## src/rtl/ahci_srst_pkg.sv

```systemverilog
package ahci_srst_pkg;

  localparam int unsigned DEVCTL_SRST_BIT = 2;
  localparam logic [15:0] TFD_RESET_VAL   = 16'h007F;
  localparam logic [31:0] SIG_RESET_VAL   = 32'hFFFF_FFFF;

  typedef enum logic {
    PS_RUN   = 1'b0,
    PS_RESET = 1'b1
  } port_state_e;

endpackage

```

## src/rtl/ahci_rst_sync.sv

```systemverilog
module ahci_rst_sync #(
  parameter int unsigned STAGES = 2
) (
  input  logic clk_i,
  input  logic rst_n_i,
  output logic rst_sync_n_o
);

  logic [STAGES-1:0] sync_q;

  always_ff @(posedge clk_i or negedge rst_n_i) begin
    if (!rst_n_i) begin
      sync_q <= '0;
    end else begin
      sync_q <= {sync_q[STAGES-2:0], 1'b1};
    end
  end

  assign rst_sync_n_o = sync_q[STAGES-1];

endmodule

```

## src/rtl/ahci_srst_fsm.sv

```systemverilog
module ahci_srst_fsm
  import ahci_srst_pkg::*;
(
  input  logic        clk_i,
  input  logic        rst_n_i,
  input  logic        fis_valid_i,
  input  logic        srst_i,
  input  logic        comreset_i,
  output port_state_e state_o,
  output logic        port_reset_o,
  output logic        srst_enter_o
);

  port_state_e state_q;
  port_state_e state_d;
  logic        state_en;

  always_comb begin
    port_reset_o = comreset_i | (fis_valid_i & (state_q == PS_RESET) & ~srst_i);
    srst_enter_o = ~comreset_i & fis_valid_i & (state_q == PS_RUN) & srst_i;
    state_en     = port_reset_o | srst_enter_o;
    state_d      = state_q;
    if (port_reset_o) begin
      state_d = PS_RUN;
    end else if (srst_enter_o) begin
      state_d = PS_RESET;
    end
  end

  always_ff @(posedge clk_i or negedge rst_n_i) begin
    if (!rst_n_i) begin
      state_q <= PS_RUN;
    end else if (state_en) begin
      state_q <= state_d;
    end
  end

  assign state_o = state_q;

  AST_SRST_ENTERS_RESET: assert property (@(posedge clk_i) disable iff (!rst_n_i)
    (fis_valid_i && srst_i && !comreset_i && state_q == PS_RUN) |=> (state_q == PS_RESET));

  AST_RESET_HOLDS_ON_SRST: assert property (@(posedge clk_i) disable iff (!rst_n_i)
    (fis_valid_i && srst_i && !comreset_i && state_q == PS_RESET) |=> (state_q == PS_RESET));

  AST_RUN_HOLDS_ON_CLEAR: assert property (@(posedge clk_i) disable iff (!rst_n_i)
    (fis_valid_i && !srst_i && state_q == PS_RUN) |=> (state_q == PS_RUN));

  AST_COMRESET_TO_RUN: assert property (@(posedge clk_i) disable iff (!rst_n_i)
    comreset_i |=> (state_q == PS_RUN));

endmodule

```

## src/rtl/ahci_ci_bitmap.sv

```systemverilog
module ahci_ci_bitmap #(
  parameter int unsigned NUM_SLOTS = 32,
  localparam int unsigned SLOT_W   = $clog2(NUM_SLOTS)
) (
  input  logic                 clk_i,
  input  logic                 rst_n_i,
  input  logic                 port_reset_i,
  input  logic                 issue_valid_i,
  input  logic [NUM_SLOTS-1:0] issue_ci_i,
  input  logic [NUM_SLOTS-1:0] issue_sact_i,
  input  logic                 clr_req_i,
  input  logic [SLOT_W-1:0]    clr_slot_i,
  output logic [NUM_SLOTS-1:0] ci_o,
  output logic [NUM_SLOTS-1:0] sact_o,
  output logic                 clr_pulse_o,
  output logic [SLOT_W-1:0]    clr_slot_o
);

  logic [NUM_SLOTS-1:0] clr_mask;
  logic [NUM_SLOTS-1:0] ci_q, ci_d, sact_q, sact_d;
  logic                 ci_en, sact_en, pulse_q, pulse_d;
  logic [SLOT_W-1:0]    pslot_q;

  for (genvar g = 0; g < NUM_SLOTS; g++) begin : g_clr
    assign clr_mask[g] = clr_req_i && (clr_slot_i == SLOT_W'(g));
  end

  always_comb begin
    ci_en   = port_reset_i | issue_valid_i | clr_req_i;
    sact_en = port_reset_i | issue_valid_i;
    pulse_d = clr_req_i & ~port_reset_i;
    if (port_reset_i) begin
      ci_d   = '0;
      sact_d = '0;
    end else begin
      ci_d   = (issue_valid_i ? (ci_q | issue_ci_i) : ci_q) & ~clr_mask;
      sact_d = issue_valid_i ? (sact_q | issue_sact_i) : sact_q;
    end
  end

  always_ff @(posedge clk_i or negedge rst_n_i) begin
    if (!rst_n_i) begin
      ci_q    <= '0;
      sact_q  <= '0;
      pulse_q <= 1'b0;
      pslot_q <= '0;
    end else begin
      if (ci_en)     ci_q    <= ci_d;
      if (sact_en)   sact_q  <= sact_d;
      pulse_q <= pulse_d;
      if (clr_req_i) pslot_q <= clr_slot_i;
    end
  end

  assign ci_o        = ci_q;
  assign sact_o      = sact_q;
  assign clr_pulse_o = pulse_q;
  assign clr_slot_o  = pslot_q;

  AST_CLR_MASK_ONEHOT: assert property (@(posedge clk_i) disable iff (!rst_n_i)
    $onehot0(clr_mask));

  AST_CLEARED_BIT_LOW: assert property (@(posedge clk_i) disable iff (!rst_n_i)
    (clr_req_i && !port_reset_i) |=> !ci_q[$past(clr_slot_i)]);

  AST_PULSE_ONE_CYCLE: assert property (@(posedge clk_i) disable iff (!rst_n_i)
    (pulse_q && !clr_req_i) |=> !pulse_q);

  AST_BITMAPS_RESET: assert property (@(posedge clk_i) disable iff (!rst_n_i)
    port_reset_i |=> (ci_q == '0 && sact_q == '0));

endmodule

```

## src/rtl/ahci_port_regs.sv

```systemverilog
module ahci_port_regs
  import ahci_srst_pkg::*;
#(
  parameter int unsigned SLOT_W = 5
) (
  input  logic              clk_i,
  input  logic              rst_n_i,
  input  logic              port_reset_i,
  input  logic              busy_load_i,
  input  logic [SLOT_W-1:0] busy_slot_i,
  input  logic              clr_req_i,
  input  logic [SLOT_W-1:0] clr_slot_i,
  input  logic              ack_i,
  input  logic [7:0]        status_i,
  input  logic [7:0]        error_i,
  input  logic [7:0]        nsect_i,
  input  logic [7:0]        sector_i,
  input  logic [7:0]        lcyl_i,
  input  logic [7:0]        hcyl_i,
  output logic [15:0]       tfd_o,
  output logic [31:0]       sig_o,
  output logic              req_o,
  output logic              busy_valid_o,
  output logic [SLOT_W-1:0] busy_slot_o
);

  logic [15:0]       tfd_q, tfd_d;
  logic [31:0]       sig_q, sig_d;
  logic              sent_q, sent_d;
  logic              bv_q, bv_d;
  logic [SLOT_W-1:0] bs_q, bs_d;
  logic              accept, d2h_en, sent_en, busy_en;

  always_comb begin
    accept  = ack_i & ~sent_q & ~port_reset_i;
    d2h_en  = port_reset_i | accept;
    sent_en = port_reset_i | accept;
    busy_en = port_reset_i | busy_load_i | clr_req_i;
    if (port_reset_i) begin
      tfd_d  = TFD_RESET_VAL;
      sig_d  = SIG_RESET_VAL;
      sent_d = 1'b0;
    end else begin
      tfd_d  = {error_i, status_i};
      sig_d  = {hcyl_i, lcyl_i, sector_i, nsect_i};
      sent_d = 1'b1;
    end
    bv_d = bv_q;
    bs_d = bs_q;
    if (port_reset_i) begin
      bv_d = 1'b0;
      bs_d = '0;
    end else begin
      if (busy_load_i) begin
        bv_d = 1'b1;
        bs_d = busy_slot_i;
      end
      if (clr_req_i && (clr_slot_i == bs_d)) begin
        bv_d = 1'b0;
      end
    end
  end

  always_ff @(posedge clk_i or negedge rst_n_i) begin
    if (!rst_n_i) begin
      tfd_q  <= TFD_RESET_VAL;
      sig_q  <= SIG_RESET_VAL;
      sent_q <= 1'b0;
      bv_q   <= 1'b0;
      bs_q   <= '0;
    end else begin
      if (d2h_en)  tfd_q  <= tfd_d;
      if (d2h_en)  sig_q  <= sig_d;
      if (sent_en) sent_q <= sent_d;
      if (busy_en) begin
        bv_q <= bv_d;
        bs_q <= bs_d;
      end
    end
  end

  assign tfd_o        = tfd_q;
  assign sig_o        = sig_q;
  assign req_o        = ~sent_q;
  assign busy_valid_o = bv_q;
  assign busy_slot_o  = bs_q;

  AST_PORT_RESET_VALUES: assert property (@(posedge clk_i) disable iff (!rst_n_i)
    port_reset_i |=> (tfd_q == TFD_RESET_VAL && sig_q == SIG_RESET_VAL && !sent_q && !bv_q));

  AST_SENT_STICKY: assert property (@(posedge clk_i) disable iff (!rst_n_i)
    (sent_q && !port_reset_i) |=> sent_q);

  AST_SIG_KEPT_WITHOUT_REQ: assert property (@(posedge clk_i) disable iff (!rst_n_i)
    (sent_q && !port_reset_i) |=> $stable(sig_q));

  AST_BUSY_LOADED: assert property (@(posedge clk_i) disable iff (!rst_n_i)
    (busy_load_i && !clr_req_i && !port_reset_i) |=> (bv_q && bs_q == $past(busy_slot_i)));

endmodule

```

## src/rtl/ahci_srst_seq.sv

```systemverilog
module ahci_srst_seq
  import ahci_srst_pkg::*;
#(
  parameter int unsigned NUM_SLOTS = 32,
  localparam int unsigned SLOT_W   = $clog2(NUM_SLOTS)
) (
  input  logic                 clk_i,
  input  logic                 rst_n_i,
  input  logic                 comreset_i,
  input  logic                 h2d_valid_i,
  input  logic [7:0]           h2d_devctl_i,
  input  logic [SLOT_W-1:0]    h2d_slot_i,
  input  logic                 h2d_clr_busy_i,
  input  logic                 issue_valid_i,
  input  logic [NUM_SLOTS-1:0] issue_ci_i,
  input  logic [NUM_SLOTS-1:0] issue_sact_i,
  input  logic                 d2h_ack_i,
  input  logic [7:0]           d2h_status_i,
  input  logic [7:0]           d2h_error_i,
  input  logic [7:0]           d2h_nsect_i,
  input  logic [7:0]           d2h_sector_i,
  input  logic [7:0]           d2h_lcyl_i,
  input  logic [7:0]           d2h_hcyl_i,
  output logic                 port_in_reset_o,
  output logic [NUM_SLOTS-1:0] ci_o,
  output logic [NUM_SLOTS-1:0] sact_o,
  output logic [15:0]          tfd_o,
  output logic [31:0]          sig_o,
  output logic                 busy_valid_o,
  output logic [SLOT_W-1:0]    busy_slot_o,
  output logic                 init_d2h_req_o,
  output logic                 clr_pulse_o,
  output logic [SLOT_W-1:0]    clr_slot_o
);

  logic        rst_n;
  logic        srst;
  logic        port_reset;
  logic        srst_enter;
  logic        clr_req;
  logic        fis_run;
  port_state_e state;
  logic        unused_devctl;

  assign srst          = h2d_devctl_i[DEVCTL_SRST_BIT];
  assign unused_devctl = ^{h2d_devctl_i[7:DEVCTL_SRST_BIT+1], h2d_devctl_i[DEVCTL_SRST_BIT-1:0]};
  assign clr_req       = srst_enter & h2d_clr_busy_i;
  assign fis_run       = h2d_valid_i & (state == PS_RUN) & ~comreset_i;

  ahci_rst_sync #(.STAGES(2)) u_rst_sync (
    .clk_i       (clk_i),
    .rst_n_i     (rst_n_i),
    .rst_sync_n_o(rst_n)
  );

  ahci_srst_fsm u_fsm (
    .clk_i       (clk_i),
    .rst_n_i     (rst_n),
    .fis_valid_i (h2d_valid_i),
    .srst_i      (srst),
    .comreset_i  (comreset_i),
    .state_o     (state),
    .port_reset_o(port_reset),
    .srst_enter_o(srst_enter)
  );

  ahci_ci_bitmap #(.NUM_SLOTS(NUM_SLOTS)) u_ci (
    .clk_i        (clk_i),
    .rst_n_i      (rst_n),
    .port_reset_i (port_reset),
    .issue_valid_i(issue_valid_i),
    .issue_ci_i   (issue_ci_i),
    .issue_sact_i (issue_sact_i),
    .clr_req_i    (clr_req),
    .clr_slot_i   (h2d_slot_i),
    .ci_o         (ci_o),
    .sact_o       (sact_o),
    .clr_pulse_o  (clr_pulse_o),
    .clr_slot_o   (clr_slot_o)
  );

  ahci_port_regs #(.SLOT_W(SLOT_W)) u_regs (
    .clk_i       (clk_i),
    .rst_n_i     (rst_n),
    .port_reset_i(port_reset),
    .busy_load_i (fis_run),
    .busy_slot_i (h2d_slot_i),
    .clr_req_i   (clr_req),
    .clr_slot_i  (h2d_slot_i),
    .ack_i       (d2h_ack_i),
    .status_i    (d2h_status_i),
    .error_i     (d2h_error_i),
    .nsect_i     (d2h_nsect_i),
    .sector_i    (d2h_sector_i),
    .lcyl_i      (d2h_lcyl_i),
    .hcyl_i      (d2h_hcyl_i),
    .tfd_o       (tfd_o),
    .sig_o       (sig_o),
    .req_o       (init_d2h_req_o),
    .busy_valid_o(busy_valid_o),
    .busy_slot_o (busy_slot_o)
  );

  assign port_in_reset_o = (state == PS_RESET);

  AST_PULSE_NEEDS_FLAG: assert property (@(posedge clk_i) disable iff (!rst_n)
    clr_pulse_o |-> $past(h2d_valid_i && h2d_clr_busy_i && srst && !comreset_i && state == PS_RUN));

  AST_COMRESET_WINS: assert property (@(posedge clk_i) disable iff (!rst_n)
    comreset_i |=> (!clr_pulse_o && init_d2h_req_o && ci_o == '0));

  AST_ACK_KEEPS_CI: assert property (@(posedge clk_i) disable iff (!rst_n)
    (d2h_ack_i && !comreset_i && !h2d_valid_i && !issue_valid_i) |=> $stable(ci_o));

  AST_REQ_AFTER_RESET_FIS: assert property (@(posedge clk_i) disable iff (!rst_n)
    (h2d_valid_i && !srst && state == PS_RESET) |=> (init_d2h_req_o && !port_in_reset_o));

endmodule

```

## config.mk

```make
export PLATFORM = sky130hd
export DESIGN_NAME = ahci_srst_seq
export DESIGN_NICKNAME = d
export VERILOG_FILES = /design/src/rtl/ahci_srst_pkg.sv /design/src/rtl/ahci_rst_sync.sv /design/src/rtl/ahci_srst_fsm.sv /design/src/rtl/ahci_ci_bitmap.sv /design/src/rtl/ahci_port_regs.sv /design/src/rtl/ahci_srst_seq.sv
export SDC_FILE = /design/constraint.sdc
export NUM_CORES = 1
export LEC_CHECK = 0
export CAP_MARGIN = 20
export CORE_UTILIZATION = 30
export CTS_CLUSTER_SIZE = 40
export DETAILED_ROUTE_END_ITERATION = 16
export DONT_BUFFER_PORTS = 1
export HOLD_SLACK_MARGIN = 0.08
export PLACE_DENSITY_LB_ADDON = 0.12
export SLEW_MARGIN = 0
export SYNTH_ARGS = -nofsm -noshare
export SYNTH_HDL_FRONTEND = slang
export SYNTH_SLANG_ARGS = --single-unit
```

## constraint.sdc

```tcl
create_clock -name clk_i -period 5.1 [get_ports clk_i]
set_clock_uncertainty 0.15 [all_clocks]
set_input_delay 0.765 -clock clk_i [delete_from_list [all_inputs] [get_ports clk_i]]
set_output_delay 0.765 -clock clk_i [all_outputs]
set_load 0.03 [all_outputs]
```

### Word level (Yosys, flattened, before mapping)

Cells that the tools add are included.

| storage, ports and cells | value |
|---|---|
| flip-flop bits (word level) | 128 |
| bits of input ports | 132 |
| output and inout bits | 126 |
| word-level logic and storage cells | 125 |

| cells by class | value |
|---|---|
| equality and inequality tests | 32 |
| muxes and demuxes | 15 |
| bitwise logic cells | 27 |
| reduce and logical (&&, ||, !) cells | 40 |

Operator list:

| operator | count |
|---|---|
| two-way mux 32 bit | 5 |
| == test 5 bit, second input constant | 16 |
| OR 32 bit | 2 |
| == test 5 x 4 -> 1 bit, second input constant | 8 |
| logical AND 1 bit | 33 |
| bitwise AND 32 bit | 1 |
| inverter 32 bit | 1 |
| == test 5 x 3 -> 1 bit, second input constant | 4 |
| two-way mux 16 bit | 1 |
| two-way mux 5 bit | 3 |
| bitwise AND 1 bit | 11 |
| == test 5 x 2 -> 1 bit, second input constant | 2 |
| OR 1 bit | 7 |
| two-way mux 1 bit | 6 |
| AND reduction 2 bit | 3 |
| == test 5 x 1 -> 1 bit, second input constant | 1 |
| == test 5 bit | 1 |
| zero test 5 bit | 1 |
| inverter 1 bit | 5 |
| nonzero test 2 bit | 2 |
| nonzero test 3 bit | 1 |

### Depth between registers and ports, before layout

| logic depth | value |
|---|---|
| depth in word-level cells | 9 |
| mapped depth | 5 |

### Modules after synthesis

Synthesis repeated with hierarchy kept, for this count alone.

| second synthesis, totals | value |
|---|---|
| cell total of the unflattened synthesis | 387 |
| area total of the unflattened synthesis | 4942.2 um^2 |

Modules (own cells, without submodules):

| module | instances | cells each | area an instance (um^2) |
|---|---|---|---|
| ahci_ci_bitmap | 1 | 237 | 2728.9 |
| ahci_port_regs | 1 | 139 | 2078.2 |
| ahci_srst_fsm | 1 | 6 | 62.6 |
| ahci_rst_sync | 1 | 3 | 53.8 |
| ahci_srst_seq | 1 | 2 | 18.8 |

### Worst setup path before layout

OpenSTA, ideal clock, no wires.

| path | value |
|---|---|
| path type | input -> register |
| from | input port h2d_slot_i[4] |
| to | register u_ci.ci_q[2], in the netlist u_ci.ci_o[2] |
| setup time | 141 ps |
| arrival | 1460 ps |
| required time | 4809 ps |
| setup slack | 3348 ps |
| stages on the path | 3 |
| buffers on the path | 0 |
| path through | or3b_4 -> nor3_4 -> a211oi_1 |

| between the ends | value |
|---|---|
| cells in the longest elaborated chain, start to end | 5 |

Ends and longest elaborated chain:

| element | line | source |
|---|---|---|
| start: declaration | ahci_srst_seq.sv:12 | `input logic [SLOT_W-1:0] h2d_slot_i,` |
| == test 5 x 2 -> 1 bit | ahci_ci_bitmap.sv:25 | `assign clr_mask[g] = clr_req_i && (clr_slot_i == SLOT_W'(g));` |
| logical AND 1 bit | ahci_ci_bitmap.sv:25 |  |
| inverter 32 bit | ahci_ci_bitmap.sv:36 | `ci_d = (issue_valid_i ? (ci_q \| issue_ci_i) : ci_q) & ~clr_mask;` |
| bitwise AND 32 bit | ahci_ci_bitmap.sv:36 |  |
| two-way mux 32 bit | ahci_ci_bitmap.sv:32 | `if (port_reset_i) begin` |
| end signal: assignment | ahci_ci_bitmap.sv:48 | `if (ci_en) ci_q <= ci_d;` |
| end: declaration | ahci_ci_bitmap.sv:20 | `logic [NUM_SLOTS-1:0] ci_q, ci_d, sact_q, sact_d;` |

No other way between the ends.
A chain may end at the register's enable or synchronous reset.

### Final worst setup path

| path | value |
|---|---|
| from | register u_fsm.state_q, in the netlist u_fsm.state_o |
| to | register u_ci.sact_q[6], in the netlist u_ci.sact_o[6] |

| between the ends | value |
|---|---|
| cells in the longest elaborated chain, start to end | 5 |

Ends and longest elaborated chain:

| element | line | source |
|---|---|---|
| start: declaration | ahci_srst_fsm.sv:14 | `port_state_e state_q;` |
| start signal: assignment | ahci_srst_fsm.sv:34 | `state_q <= state_d;` |
| bitwise AND 1 bit * (2 in a row) | ahci_srst_fsm.sv:19 | `port_reset_o = comreset_i \| (fis_valid_i & (state_q == PS_RESET) & ~srst_i);` |
| OR 1 bit * | ahci_srst_fsm.sv:19 |  |
| nonzero test 2 bit (no source line) / OR 1 bit (equally long branches) | n/a |  |
| AND reduction 2 bit (no source line) | n/a |  |
| end signal: assignment | ahci_ci_bitmap.sv:49 | `if (sact_en) sact_q <= sact_d;` |
| end: declaration | ahci_ci_bitmap.sv:20 |  |

Every way passes the cells marked *; elsewhere a longest branch is shown, timed or not.

==> summary.md <==
| Metric | Value |
|---|---|
| RSZ-0062 raised after global routing | `false` |
| Min-Delay Path Class | `reg -> reg` |
| First-pass GRT wire length | `21570 um` |
| Final hold violation count | `0` |
| Worst-case hold path end point | `u_rst_sync.sync_q[1]$_DFF_PN0_` |
| GP Congestion | `0.7206` |
| Final Cycle Share | `0.4193` |
| Slowest Stage Delay on Critical Path | `910 ps` |
| Cell Area, Synth | `5111 sq um` |
| Slew Viols, Final | `0` |
| Clk pwr share | `0.445` |
| CTS Buffer Depth | `2` |
| Filler instances | `1673` |
| Switch share | `0.2796` |
| DR pass1 iterations | `4` |
| Die footprint | `17560 sq um` |
| Starting Density | `0.3082` |
| Top cell type by total area after synthesis | `dfrtp_1` |
| CP Launch Type | `flop` |
| Syn Nets | `618` |
| Via count | `3608` |
| Crit path DAT | `2240 ps` |
| Mean Syn Cell Area | `10.52 sq um` |
| Reg2reg end | `u_ci.sact_o[6]$_DFFE_PN0P_` |
| Num ports | `258` |
| R2R setup slack | `2960 ps` |
| Detail Route Antenna Nets | `0` |
| Total grt overflow | `0` |
| Final Routed Wirelength | `13590 um` |
| Die X | `132.5 um` |
| Pint | `0.001951 W` |
| Hold-critical path depth | `0` |
| Worst R2R Path Depth | `2` |
| F_max | `467.7 MHz` |
| CTS H-tree lvls | `4` |
| Routed WL per cell | `19.23 um` |
| Cell chain of the critical path | `a31o_4, nor2_1` |
| Peak supply drop | `0.2138 mV` |
| WP buf/inv | `0` |
| TritonCTS clock tree | `done` |
| Pwr dens | `461.7 nW/um^2` |
| Final setup viols | `0` |
| Crit path max fanout | `80` |
| IO Port Bufs | `0` |
| Status | `finished, final reports clean` |
| Top delay family on crit path | `compound AO/OA/AOI/OAI gates` |
| CP Class | `reg -> reg` |
| Slew @ Worst Pin | `1044 ps` |
| Reg2reg start | `u_fsm.state_o$_DFFE_PN0P_` |
| P&R area growth vs syn | `14.79%` |
| Worst path slowest cell | `a31o_4` |
| Hold Startpoint | `u_rst_sync.sync_q[0]$_DFF_PN0_` |
| Combinational share of power | `0.062` |
| Vias per cell | `5.103` |
| CTS root buffer | `clkbuf_16` |
| Net Switching | `0.0007574 W` |
| PostCTS Resize Cnt | `0` |
| Crit. End Element | `flop` |
| Worst Path Required | `5200 ps` |
| Crit path time final | `2138 ps` |
| Die Ht | `132.5 um` |
| Final HPWL DP | `9144 um` |
| Register area share after synthesis | `0.6362` |
| Vias in the first global route | `3836` |
| Cells after Synth | `486` |
| GRT Util Overall | `0.1605` |
| Clock Pin Slew Worst Setup and Hold Paths | `60 ps` |
| Yosys top cell area share | `0.4357` |
| Clk sinks | `128` |
| Number of cell rows | `47` |
| Ant. Diodes | `0` |
| Num CTS Buffers | `17` |
| DRT iter0 DRCs | `142` |
| Synth warnings | `0` |
| Synth Register Bits | `128` |
| Layout cell share with drive strength beyond 1 | `0.1848` |
| Final net count | `606` |
| Hold slack | `198.3 ps` |
| Top post-synthesis cells by area | `dfrtp_1 (44%), dfstp_2 (20%), a21oi_1 (7.2%), nand2_1 (7.1%), a211oi_1 (4.6%)` |
| # DRC | `0` |
| Core area | `16580 sq um` |
| Setup bufs post-CTS | `0` |
| Slew headroom | `0.3026` |
| Post-route setup TNS | `0 ps` |
| Sequential power share | `0.493` |
| Largest net degree at the start of global routing | `81` |
| Initial antenna violation count | `0` |
| Netlist cell types | `31` |
| # Max-Cap Violations | `0` |
| Clock Latency Late Sink | `410 ps` |
| Lkg Pwr | `2.558 nW` |
-- cell type report --
class                           count  area [sq um]  area share
Clock buffer                       23         489.2     0.08339
Multi-Input combinational cell    320          1682      0.2866
Sequential cell                   128          3256      0.5549
Tap cell                          220         275.3     0.04692
Clock inverter                      9         105.1     0.01791
Timing Repair Buffer                3         45.04    0.007678
Inverter                            4         15.01    0.002559
-- cell usage after synthesis --
cell and count:
nand2_1 97, dfrtp_1 89, a21oi_1 74, nor2_1 43, nand3_1 41, dfstp_2 39, a211oi_1 31, buf_2 16
clkbuf_1 11, buf_6 6, mux2i_1 6, mux2_2 5, inv_1 4, nor2_2 3, and3b_1 2, nand3b_1 2
nor2b_1 2, nor3b_2 2, a211oi_2 1, a31o_1 1, a31oi_1 1, and3_1 1, buf_4 1, conb_1 1
nand2b_1 1, nor2b_4 1, nor3_1 1, nor3_2 1, nor3_4 1, or3b_1 1, or3b_4 1
-- metal layers --
layer,vias to the layer above,part of all wire,track usage
li1,1626,-,-
met1,1787,0.41,0.1895
met2,181,0.48,0.2585
met3,14,0.093,0.06973
met4,0,0.012,0.05939
met5,-,0,0
-- timing repair --
item / 4_1_cts / 5_1_grt
endpoints found under the hold margin: 2 / 0
setup endpoints to repair: 0 / 0
hold buffers: 1 / 0
-- per-stage QoR --
| stage | instance area [sq um] | total power [W] | utilization | cells | worst slack [ps] |
|---|---|---|---|---|---|
| detailed placement | 5235 | 0.001521 | 0.3157 | 673 | 2840 |
| floorplan | 5111 | 0.001477 | - | 486 | 1188 |
| CTS | 5839 | 0.002751 | 0.3521 | 706 | 2932 |
| global route | 5867 | 0.002829 | 0.3538 | 707 | 2787 |
| finish | 5867 | 0.002709 | 0.3538 | 707 | 2962 |
| global placement | 5235 | 0.001515 | 0.3157 | 673 | 2851 |
-- layout by cell type, fill, tap and decap left out, types with 3 or more instances in the layout --
cell type,instances
inv_1,4
a21oi_1,74
nor2_1,43
clkbuf_1,3
a211oi_1,31
mux2_2,5
dfrtp_1,88
mux2i_1,6
clkinv_2,4
nand2_1,97
nor2_2,3
clkbuf_16,18
dfstp_2,39
nand3_1,41
-- state kept, by name, summed over array words and instances, names as in the netlist --
name                 count
u_ci.clr_pulse_o         1
u_ci.clr_slot_o          5
u_ci.ci_o               32
u_rst_sync.sync_q        2
u_regs.busy_slot_o       5
u_regs.sent_q            1
u_fsm.state_o            1
u_regs.sig_o            32
u_ci.sact_o             32
u_regs.tfd_o            16
u_regs.busy_valid_o      1
-- worst reg2reg max path, delay by kind of cell, from the launching register on --
family	cells	cell delay [ps]
flops	1	750
simple gates	1	170
compound gates	1	910
-- worst max-delay path by stage --
stage,start,cells past startpoint,slack (ps),to
finish,u_fsm.state_o$_DFFE_PN0P_,2,2960,u_ci.sact_o[6]$_DFFE_PN0P_
global route,u_fsm.state_o$_DFFE_PN0P_,2,2790,u_ci.sact_o[15]$_DFFE_PN0P_
CTS,u_fsm.state_o$_DFFE_PN0P_,2,2930,u_ci.sact_o[6]$_DFFE_PN0P_
detailed placement,h2d_devctl_i[2],3,2840,u_regs.sig_o[5]$_DFFE_PN1P_
global placement,d2h_ack_i,3,2850,u_regs.tfd_o[7]$_DFFE_PN0P_
floorplan,u_rst_sync.sync_q[1]$_DFF_PN0_,0,1190,u_ci.ci_o[0]$_DFFE_PN0P_
-- kinds of logic (layout without fill, tap and decap cells) --
kind of cell | count (synthesis) | in the layout | share of synthesized area
simple gates | 200 | 200 | 0.1755
flops | 128 | 128 | 0.6362
compound gates | 108 | 108 | 0.1234
buf+inv | 38 | 39 | 0.04137
mux | 11 | 11 | 0.02277
other cells | 1 | 1 | 0.0007337
-- power groups by stage --
| stage | logic, W | clock network (W) | registers [W] |
|---|---|---|---|
| 5_1_grt | 0.000195 | 0.00129 | 0.00135 |
| 2_1_floorplan | 0.000143 | 0 | 0.00133 |
| 3_5_place_dp | 0.000167 | 0 | 0.00135 |
| 4_1_cts | 0.000168 | 0.00124 | 0.00134 |
| 3_3_place_gp | 0.000161 | 0 | 0.00135 |
| 6_report | 0.000167 | 0.00121 | 0.00134 |
Note: power is estimated with default switching activity, not from simulation.
